$ cat config.mk
export PLATFORM = sky130hd
export DESIGN_NAME = irq_nest_ctrl
export DESIGN_NICKNAME = d
export VERILOG_FILES = /design/src/rtl/irq_pkg.sv /design/src/rtl/irq_flag_bank.sv /design/src/rtl/irq_cfg_regs.sv /design/src/rtl/irq_pick.sv /design/src/rtl/irq_sequencer.sv /design/src/rtl/irq_nest_ctrl.sv
export SDC_FILE = /design/constraint.sdc
export NUM_CORES = 1
export LEC_CHECK = 0
export BUFFER_PORTS_ARGS = -buffer_cell sky130_fd_sc_hd__buf_4
export CORE_MARGIN = 2
export CORE_UTILIZATION = 52
export DETAILED_ROUTE_END_ITERATION = 7
export GPL_TIMING_DRIVEN = 1
export PLACE_DENSITY = 0.78
export SKIP_CTS_REPAIR_TIMING = 1
export SLEW_MARGIN = 20
export SYNTH_ARGS = -nofsm -noshare
export SYNTH_HDL_FRONTEND = slang
export SYNTH_SLANG_ARGS = --single-unit
$ cat constraint.sdc
create_clock -name clk -period 2 [get_ports clk]
set_input_delay 0.2 -clock clk [delete_from_list [all_inputs] [get_ports clk]]
set_output_delay 0.2 -clock clk [all_outputs]
set_load 0.03 [all_outputs]
$ cat src/rtl/irq_pkg.sv
package irq_pkg;

    typedef enum logic [1:0] {
        SEQ_IDLE   = 2'd0,
        SEQ_DETECT = 2'd1,
        SEQ_CALL   = 2'd2
    } seq_state_t;

    localparam int LVL_LOW  = 0;
    localparam int LVL_HIGH = 1;

endpackage

$ cat src/rtl/irq_flag_bank.sv
module irq_flag_bank #(
    parameter int N_SRC = 5
) (
    input  logic             clk,
    input  logic             rst_n,
    input  logic             mc_tick,
    input  logic [N_SRC-1:0] src_evt,
    input  logic [N_SRC-1:0] ack_clr,
    input  logic [N_SRC-1:0] sw_clr,
    output logic [N_SRC-1:0] flags,
    output logic [N_SRC-1:0] sample
);

    // One sticky flag and one sampled copy per source.
    for (genvar g = 0; g < N_SRC; g++) begin : g_src
        always_ff @(posedge clk or negedge rst_n) begin
            if (!rst_n) begin
                flags[g] <= 1'b0;
            end else if (src_evt[g]) begin
                flags[g] <= 1'b1;           // a new pulse beats any clear
            end else if (ack_clr[g] || sw_clr[g]) begin
                flags[g] <= 1'b0;
            end
        end

        always_ff @(posedge clk or negedge rst_n) begin
            if (!rst_n) begin
                sample[g] <= 1'b0;
            end else if (mc_tick) begin
                sample[g] <= flags[g];
            end
        end
    end

endmodule

$ cat src/rtl/irq_cfg_regs.sv
module irq_cfg_regs #(
    parameter int              N_SRC     = 5,
    parameter int              AW        = 8,
    parameter int              DW        = 8,
    parameter logic [AW-1:0]   EN_ADDR   = 8'hA8,
    parameter logic [AW-1:0]   PRIO_ADDR = 8'hB8,
    parameter logic [AW-1:0]   FLAG_ADDR = 8'h88,
    parameter int              GLB_BIT   = 7,
    parameter int              AUX_BIT   = 6
) (
    input  logic             clk,
    input  logic             rst_n,
    input  logic             reg_we,
    input  logic [AW-1:0]    reg_addr,
    input  logic [DW-1:0]    reg_wdata,
    input  logic [N_SRC-1:0] flags,
    output logic [DW-1:0]    reg_rdata,
    output logic [N_SRC-1:0] src_en,
    output logic             glb_en,
    output logic [N_SRC-1:0] prio_hi,
    output logic [N_SRC-1:0] sw_clr
);

    logic en_hit, pr_hit, fl_hit;
    logic aux_bit;

    assign en_hit = reg_we && (reg_addr == EN_ADDR);
    assign pr_hit = reg_we && (reg_addr == PRIO_ADDR);
    assign fl_hit = reg_we && (reg_addr == FLAG_ADDR);

    always_ff @(posedge clk or negedge rst_n) begin
        if (!rst_n) begin
            src_en  <= '0;
            glb_en  <= 1'b0;
            aux_bit <= 1'b0;
        end else if (en_hit) begin
            src_en  <= reg_wdata[N_SRC-1:0];
            glb_en  <= reg_wdata[GLB_BIT];
            aux_bit <= reg_wdata[AUX_BIT];
        end
    end

    always_ff @(posedge clk or negedge rst_n) begin
        if (!rst_n) begin
            prio_hi <= '0;
        end else if (pr_hit) begin
            prio_hi <= reg_wdata[N_SRC-1:0];
        end
    end

    // Write one to clear
    assign sw_clr = fl_hit ? reg_wdata[N_SRC-1:0] : '0;

    always_comb begin
        reg_rdata = '0;
        if (reg_addr == EN_ADDR) begin
            reg_rdata[N_SRC-1:0] = src_en;
            reg_rdata[GLB_BIT]   = glb_en;
            reg_rdata[AUX_BIT]   = aux_bit;
        end else if (reg_addr == PRIO_ADDR) begin
            reg_rdata[N_SRC-1:0] = prio_hi;
        end else if (reg_addr == FLAG_ADDR) begin
            reg_rdata[N_SRC-1:0] = flags;
        end
    end

    logic unused_wdata;
    assign unused_wdata = ^reg_wdata;

endmodule

$ cat src/rtl/irq_pick.sv
module irq_pick #(
    parameter int N_SRC = 5,
    localparam int IDX_W = $clog2(N_SRC)
) (
    input  logic [N_SRC-1:0] sample,
    input  logic [N_SRC-1:0] src_en,
    input  logic             glb_en,
    input  logic [N_SRC-1:0] prio_hi,
    input  logic [1:0]       svc,
    output logic             take,
    output logic [IDX_W-1:0] win_idx,
    output logic             win_hi
);

    logic [N_SRC-1:0] elig, hi_set, lo_set;

    function automatic logic [IDX_W-1:0] first_set(input logic [N_SRC-1:0] v);
        logic [IDX_W-1:0] r;
        r = '0;
        for (int i = N_SRC - 1; i >= 0; i--) begin
            if (v[i]) r = IDX_W'(i);
        end
        return r;
    endfunction

    assign elig   = sample & src_en & {N_SRC{glb_en}};
    assign hi_set = elig & prio_hi;
    assign lo_set = elig & ~prio_hi;

    always_comb begin
        take    = 1'b0;
        win_idx = '0;
        win_hi  = 1'b0;
        if (!svc[irq_pkg::LVL_HIGH] && (|hi_set)) begin
            take    = 1'b1;
            win_hi  = 1'b1;
            win_idx = first_set(hi_set);
        end else if ((svc == 2'b00) && (|lo_set)) begin
            take    = 1'b1;
            win_idx = first_set(lo_set);
        end
    end

endmodule

$ cat src/rtl/irq_sequencer.sv
module irq_sequencer
    import irq_pkg::*;
#(
    parameter int               N_SRC    = 5,
    parameter int               CALL_CYC = 6,
    parameter int               VEC_W    = 16,
    parameter int               VEC_BASE = 3,
    parameter int               VEC_STEP = 8,
    parameter logic [N_SRC-1:0] AUTO_CLR = 5'b01111,
    localparam int IDX_W = $clog2(N_SRC),
    localparam int CNT_W = $clog2(CALL_CYC + 1)
) (
    input  logic             clk,
    input  logic             rst_n,
    input  logic             mc_tick,
    input  logic             reti,
    input  logic             take,
    input  logic [IDX_W-1:0] win_idx,
    input  logic             win_hi,
    output logic             irq_ack,
    output logic [VEC_W-1:0] irq_vec,
    output logic             call_done,
    output logic [1:0]       svc,
    output logic [N_SRC-1:0] ack_clr
);

    seq_state_t        state, state_nx;
    logic [IDX_W-1:0]  cur_idx;
    logic              cur_hi;
    logic [CNT_W-1:0]  cnt;
    logic              enter_call, last_call;
    logic [1:0]        svc_pop;

    assign enter_call = (state == SEQ_DETECT) && mc_tick;
    assign last_call  = (state == SEQ_CALL) && mc_tick && (cnt == CNT_W'(CALL_CYC - 1));

    // State register
    always_ff @(posedge clk or negedge rst_n) begin
        if (!rst_n) state <= SEQ_IDLE;
        else        state <= state_nx;
    end

    always_comb begin
        state_nx = state;
        unique case (state)
            SEQ_IDLE:   if (mc_tick && take) state_nx = SEQ_DETECT;
            SEQ_DETECT: if (mc_tick)         state_nx = SEQ_CALL;
            SEQ_CALL:   if (last_call)       state_nx = SEQ_IDLE;
            default:                         state_nx = SEQ_IDLE;
        endcase
    end

    // Outputs and datapath registers
    always_ff @(posedge clk or negedge rst_n) begin
        if (!rst_n) begin
            irq_ack   <= 1'b0;
            call_done <= 1'b0;
            cur_idx   <= '0;
            cur_hi    <= 1'b0;
            cnt       <= '0;
        end else begin
            irq_ack   <= enter_call;
            call_done <= last_call;
            if ((state == SEQ_IDLE) && mc_tick && take) begin
                cur_idx <= win_idx;
                cur_hi  <= win_hi;
            end
            if (enter_call)                          cnt <= '0;
            else if ((state == SEQ_CALL) && mc_tick) cnt <= cnt + 1'b1;
        end
    end

    // In-service levels: close the newest level first, then mark the entered one
    always_comb begin
        svc_pop = svc;
        if (reti) begin
            if (svc[LVL_HIGH]) svc_pop[LVL_HIGH] = 1'b0;
            else               svc_pop[LVL_LOW]  = 1'b0;
        end
    end

    always_ff @(posedge clk or negedge rst_n) begin
        if (!rst_n) begin
            svc <= 2'b00;
        end else begin
            svc <= svc_pop;
            if (enter_call) svc[cur_hi] <= 1'b1;
        end
    end

    for (genvar g = 0; g < N_SRC; g++) begin : g_clr
        assign ack_clr[g] = enter_call && (cur_idx == IDX_W'(g)) && AUTO_CLR[g];
    end

    assign irq_vec = VEC_W'(VEC_BASE) + VEC_W'(cur_idx) * VEC_W'(VEC_STEP);

endmodule

$ cat src/rtl/irq_nest_ctrl.sv
module irq_nest_ctrl #(
    parameter int          N_SRC     = 5,
    parameter int          AW        = 8,
    parameter int          DW        = 8,
    parameter int          VEC_W     = 16,
    parameter int          CALL_CYC  = 6,
    parameter int          VEC_BASE  = 3,
    parameter int          VEC_STEP  = 8,
    parameter logic [7:0]  EN_ADDR   = 8'hA8,
    parameter logic [7:0]  PRIO_ADDR = 8'hB8,
    parameter logic [7:0]  FLAG_ADDR = 8'h88
) (
    input  logic             clk,
    input  logic             rst_n,
    input  logic             mc_tick,
    input  logic [N_SRC-1:0] src_evt,
    input  logic             reti,
    input  logic             reg_we,
    input  logic [AW-1:0]    reg_addr,
    input  logic [DW-1:0]    reg_wdata,
    output logic [DW-1:0]    reg_rdata,
    output logic             irq_ack,
    output logic [VEC_W-1:0] irq_vec,
    output logic             call_done,
    output logic [1:0]       svc_active
);

    localparam int IDX_W = $clog2(N_SRC);
    localparam logic [N_SRC-1:0] AUTO_CLR = {1'b0, {(N_SRC-1){1'b1}}};

    logic [N_SRC-1:0] flags, sample, src_en, prio_hi, sw_clr, ack_clr;
    logic             glb_en, take, win_hi;
    logic [IDX_W-1:0] win_idx;

    irq_flag_bank #(.N_SRC(N_SRC)) u_flags (
        .clk     (clk),
        .rst_n   (rst_n),
        .mc_tick (mc_tick),
        .src_evt (src_evt),
        .ack_clr (ack_clr),
        .sw_clr  (sw_clr),
        .flags   (flags),
        .sample  (sample)
    );

    irq_cfg_regs #(
        .N_SRC     (N_SRC),
        .AW        (AW),
        .DW        (DW),
        .EN_ADDR   (AW'(EN_ADDR)),
        .PRIO_ADDR (AW'(PRIO_ADDR)),
        .FLAG_ADDR (AW'(FLAG_ADDR))
    ) u_regs (
        .clk       (clk),
        .rst_n     (rst_n),
        .reg_we    (reg_we),
        .reg_addr  (reg_addr),
        .reg_wdata (reg_wdata),
        .flags     (flags),
        .reg_rdata (reg_rdata),
        .src_en    (src_en),
        .glb_en    (glb_en),
        .prio_hi   (prio_hi),
        .sw_clr    (sw_clr)
    );

    irq_pick #(.N_SRC(N_SRC)) u_pick (
        .sample  (sample),
        .src_en  (src_en),
        .glb_en  (glb_en),
        .prio_hi (prio_hi),
        .svc     (svc_active),
        .take    (take),
        .win_idx (win_idx),
        .win_hi  (win_hi)
    );

    irq_sequencer #(
        .N_SRC    (N_SRC),
        .CALL_CYC (CALL_CYC),
        .VEC_W    (VEC_W),
        .VEC_BASE (VEC_BASE),
        .VEC_STEP (VEC_STEP),
        .AUTO_CLR (AUTO_CLR)
    ) u_seq (
        .clk       (clk),
        .rst_n     (rst_n),
        .mc_tick   (mc_tick),
        .reti      (reti),
        .take      (take),
        .win_idx   (win_idx),
        .win_hi    (win_hi),
        .irq_ack   (irq_ack),
        .irq_vec   (irq_vec),
        .call_done (call_done),
        .svc       (svc_active),
        .ack_clr   (ack_clr)
    );

endmodule

==> results.tsv <==
stage	metric	value	unit
pwr	power_frac_comb	0.199	
die	io_pins	54	
placed_design	dp_hpwl	2.90	mm
status	status	complete, no violations	
synth	yosysWarnings	0	
critical_path	cp_max_fo	13	
flow_run	cap_violations	0	
layout	final_cell_mix	39 x buf_4, 35 x dfrtp_1, 21 x nor2_1, 17 x mux2_2	
grt	grt_first_pass_wirelength	6.62	mm
critical_path	end_kind	flop	
layout	layout-drive-gt1-share	0.305	
synth	ys_seq_elements	35	
clock_tree	cts_tree	done	
die	rows	22	
critical_path	cp.required	2170	ps
pwr	cellPowerDensity	709	nW/um2
detailed_routing	avgRoutedWirePerCell	13.7	um
synth	syn_area_per_cell	10.2	um2
critical_path	cp-start-kind	flop	
layout	nets	263	
detailed_routing	vias	1578	
layout	area_delta_synth_final	17.4	%
timing	grt_setup_unrepaired	no	
clock_tree	ctsRootBufferMaster	clkbuf_8	
pwr	irDropWorstVdd	0.000664	V
pwr	p_leak	1.08	nW
synth	synth_cell_types	45	
die	initial_core_util	0.545	
pwr	seq_power_share	0.511	
grt	grt_max_degree	36	
grt	grt_pass1_vias	1481	
synth	syn_area	1990	um2
critical_path	path_cells	nand4_1, a41oi_2, nor2_1, a21boi_0, o32a_1	
placed_design	dp_cells	275	
clock_tree	cts_buffer_depth	2	
detailed_routing	drc	0	
critical_path	worst_path_largest_cell_delay	600	ps
die	coreArea	3660	um2
die	dieHeight	65.9	um
clock_tree	cts_max_level	2	
clock_tree	clock_sinks	35	
synth	ys.flop_type	dfrtp_1	
timing	skew	4.28	ps
grt	grt-ovfl-total	0	
critical_path	path_class	flop to flop	
timing	final.setup.tns	0	ps
timing	min_period	1820	ps
critical_path	cp.arrival	1990	ps
detailed_routing	routed_via_density	5.56	
clock_tree	insertion_delay	280	ps
clock_tree	clk_pin_slew	70	ps
layout	fin_cells	284	
pwr	p_sw	0.512	mW
synth	synth_edf_count	0	
clock_tree	cts_buffers	5	
grt	grt_usage	0.203	
layout	mostFrequentLayoutCell	buf_4	
critical_path	slowest_stage	dfrtp_1	
placed_design	port_buffers	38	
hold_path	hp-class	input pin to flop	
pwr	internal_power	1.15	mW
layout	num_antenna_cells	0	
detailed_routing	routed_wl	3.90	mm
pwr	finalPower	1.66	mW
die	die_x	65.9	um
synth	yosysSeqAreaShare	0.439	
timing	finalCritPeriodShare	0.912	
grt	antenna_found_initial	0	
detailed_routing	drt_iter0_markers	65	
timing	fmax	548	MHz
detailed_routing	ant_nets	0	
detailed_routing	drt_pre_antenna_iters	4	
timing	hold_viol	0	
pwr	clkPwrFrac	0.290	
timing	finalSetupViolations	0	
synth	async_reset_ff_frac	1.00	
timing	drv_slew	0	
die	die_area	4350	um2
placed_design	globalplace.congestion	0.809	
synth	synthCells	196	
pwr	switching_share	0.308	
flip-flops by register name (all words and copies together) (netlist names):
signal,cells
u_seq.cur_idx,3
u_seq.cur_hi,1
u_flags.sample,5
u_regs.prio_hi,5
u_regs.aux_bit,1
u_flags.flags,5
u_seq.svc,2
u_seq.irq_ack,1
u_regs.src_en,5
u_seq.cnt,3
u_regs.glb_en,1
u_seq.call_done,1
u_seq.state,2
Yosys cell counts (3+ instances only):
cell type / n / share of area
nand3_1: 6 / 0.015
inv_1: 6 / 0.011
a21oi_1: 14 / 0.035
dfrtp_1: 35 / 0.44
buf_4: 16 / 0.060
nor2_1: 21 / 0.040
nand4_1: 4 / 0.013
mux2i_1: 5 / 0.025
nand4b_1: 5 / 0.022
mux2_2: 17 / 0.096
o21ai_0: 11 / 0.028
nand2_1: 14 / 0.026
clkbuf_1: 3 / 0.0056
final cells by class:
type                            instances  area [um2]
Timing Repair Buffer                   40         303
Sequential cell                        35         876
Clock buffer                            7        76.3
Fill cell                             332        1320
Tap cell                               48        60.1
Clock inverter                          1        5.00
Multi-Input combinational cell        147         998
Inverter                                6        22.5
per-layer routing:
layer  GRT usage  part of all wire  vias up
met4      0.0638             0.013        0
met2       0.331              0.47       53
met3      0.0596             0.066        5
met1       0.262              0.45      765
met5           0                 0        -
li1            -                 -      755
power by group through the flow:
stage / clock network, mW / logic [mW] / registers [mW]
after floorplan: 0 / 0.226 / 0.863
after global placement: 0 / 0.322 / 0.858
after detailed placement: 0 / 0.329 / 0.862
after CTS: 0.497 / 0.330 / 0.849
after global routing: 0.529 / 0.376 / 0.866
final: 0.481 / 0.331 / 0.849
worst paths after layout:
| kind | start | endpoint | slack [ps] | depth (start not counted) |
|---|---|---|---|---|
| setup / recovery | u_regs.glb_en | u_seq.cur_idx[1] | 180 | 5 |
| hold / removal | src_evt[4] | u_flags.flags[4] | 90 | 2 |
| setup reg to reg | u_regs.glb_en | u_seq.cur_idx[1] | 180 | 5 |
| hold reg to reg | u_seq.cur_hi | u_seq.svc[0] | 490 | 1 |
| max in group asynchronous | rst_n | u_flags.sample[2] | 1290 | 2 |
| min in group asynchronous | rst_n | u_regs.aux_bit | 400 | 2 |
kinds of logic (layout without fill, tap and decap cells):
logic type / Yosys count / in the layout / synth area share
other: 2 / 14 / 0.00377
flip-flops: 35 / 35 / 0.439
AO/OA/AOI/OAI: 41 / 41 / 0.134
multiplexers: 22 / 22 / 0.121
adder cells (fa/ha/maj): 2 / 2 / 0.0125
AND/OR/NAND/NOR: 68 / 68 / 0.207
buffers and inverters: 26 / 54 / 0.0828
metrics by stage:
| step | hold WS (ps) | instance area [um2] | setup slack, ps | utilization |
|---|---|---|---|---|
| floorplan | -95.6 | 2040 | 477 | - |
| global placement | 180 | 2250 | 232 | 0.614 |
| detailed placement | 179 | 2250 | 184 | 0.614 |
| CTS | -135 | 2330 | 177 | 0.637 |
| global route | 91.5 | 2340 | 58.4 | 0.639 |
| finish | 87.5 | 2340 | 176 | 0.639 |
worst max-delay path, delay by kind of cell (launching register included):
kind | cells | cell delay, ps
DFF | 1 | 600
AOI/OAI and AO/OA | 3 | 740
and+or+nand+nor | 2 | 360
Power figures use the tool's default switching activity.
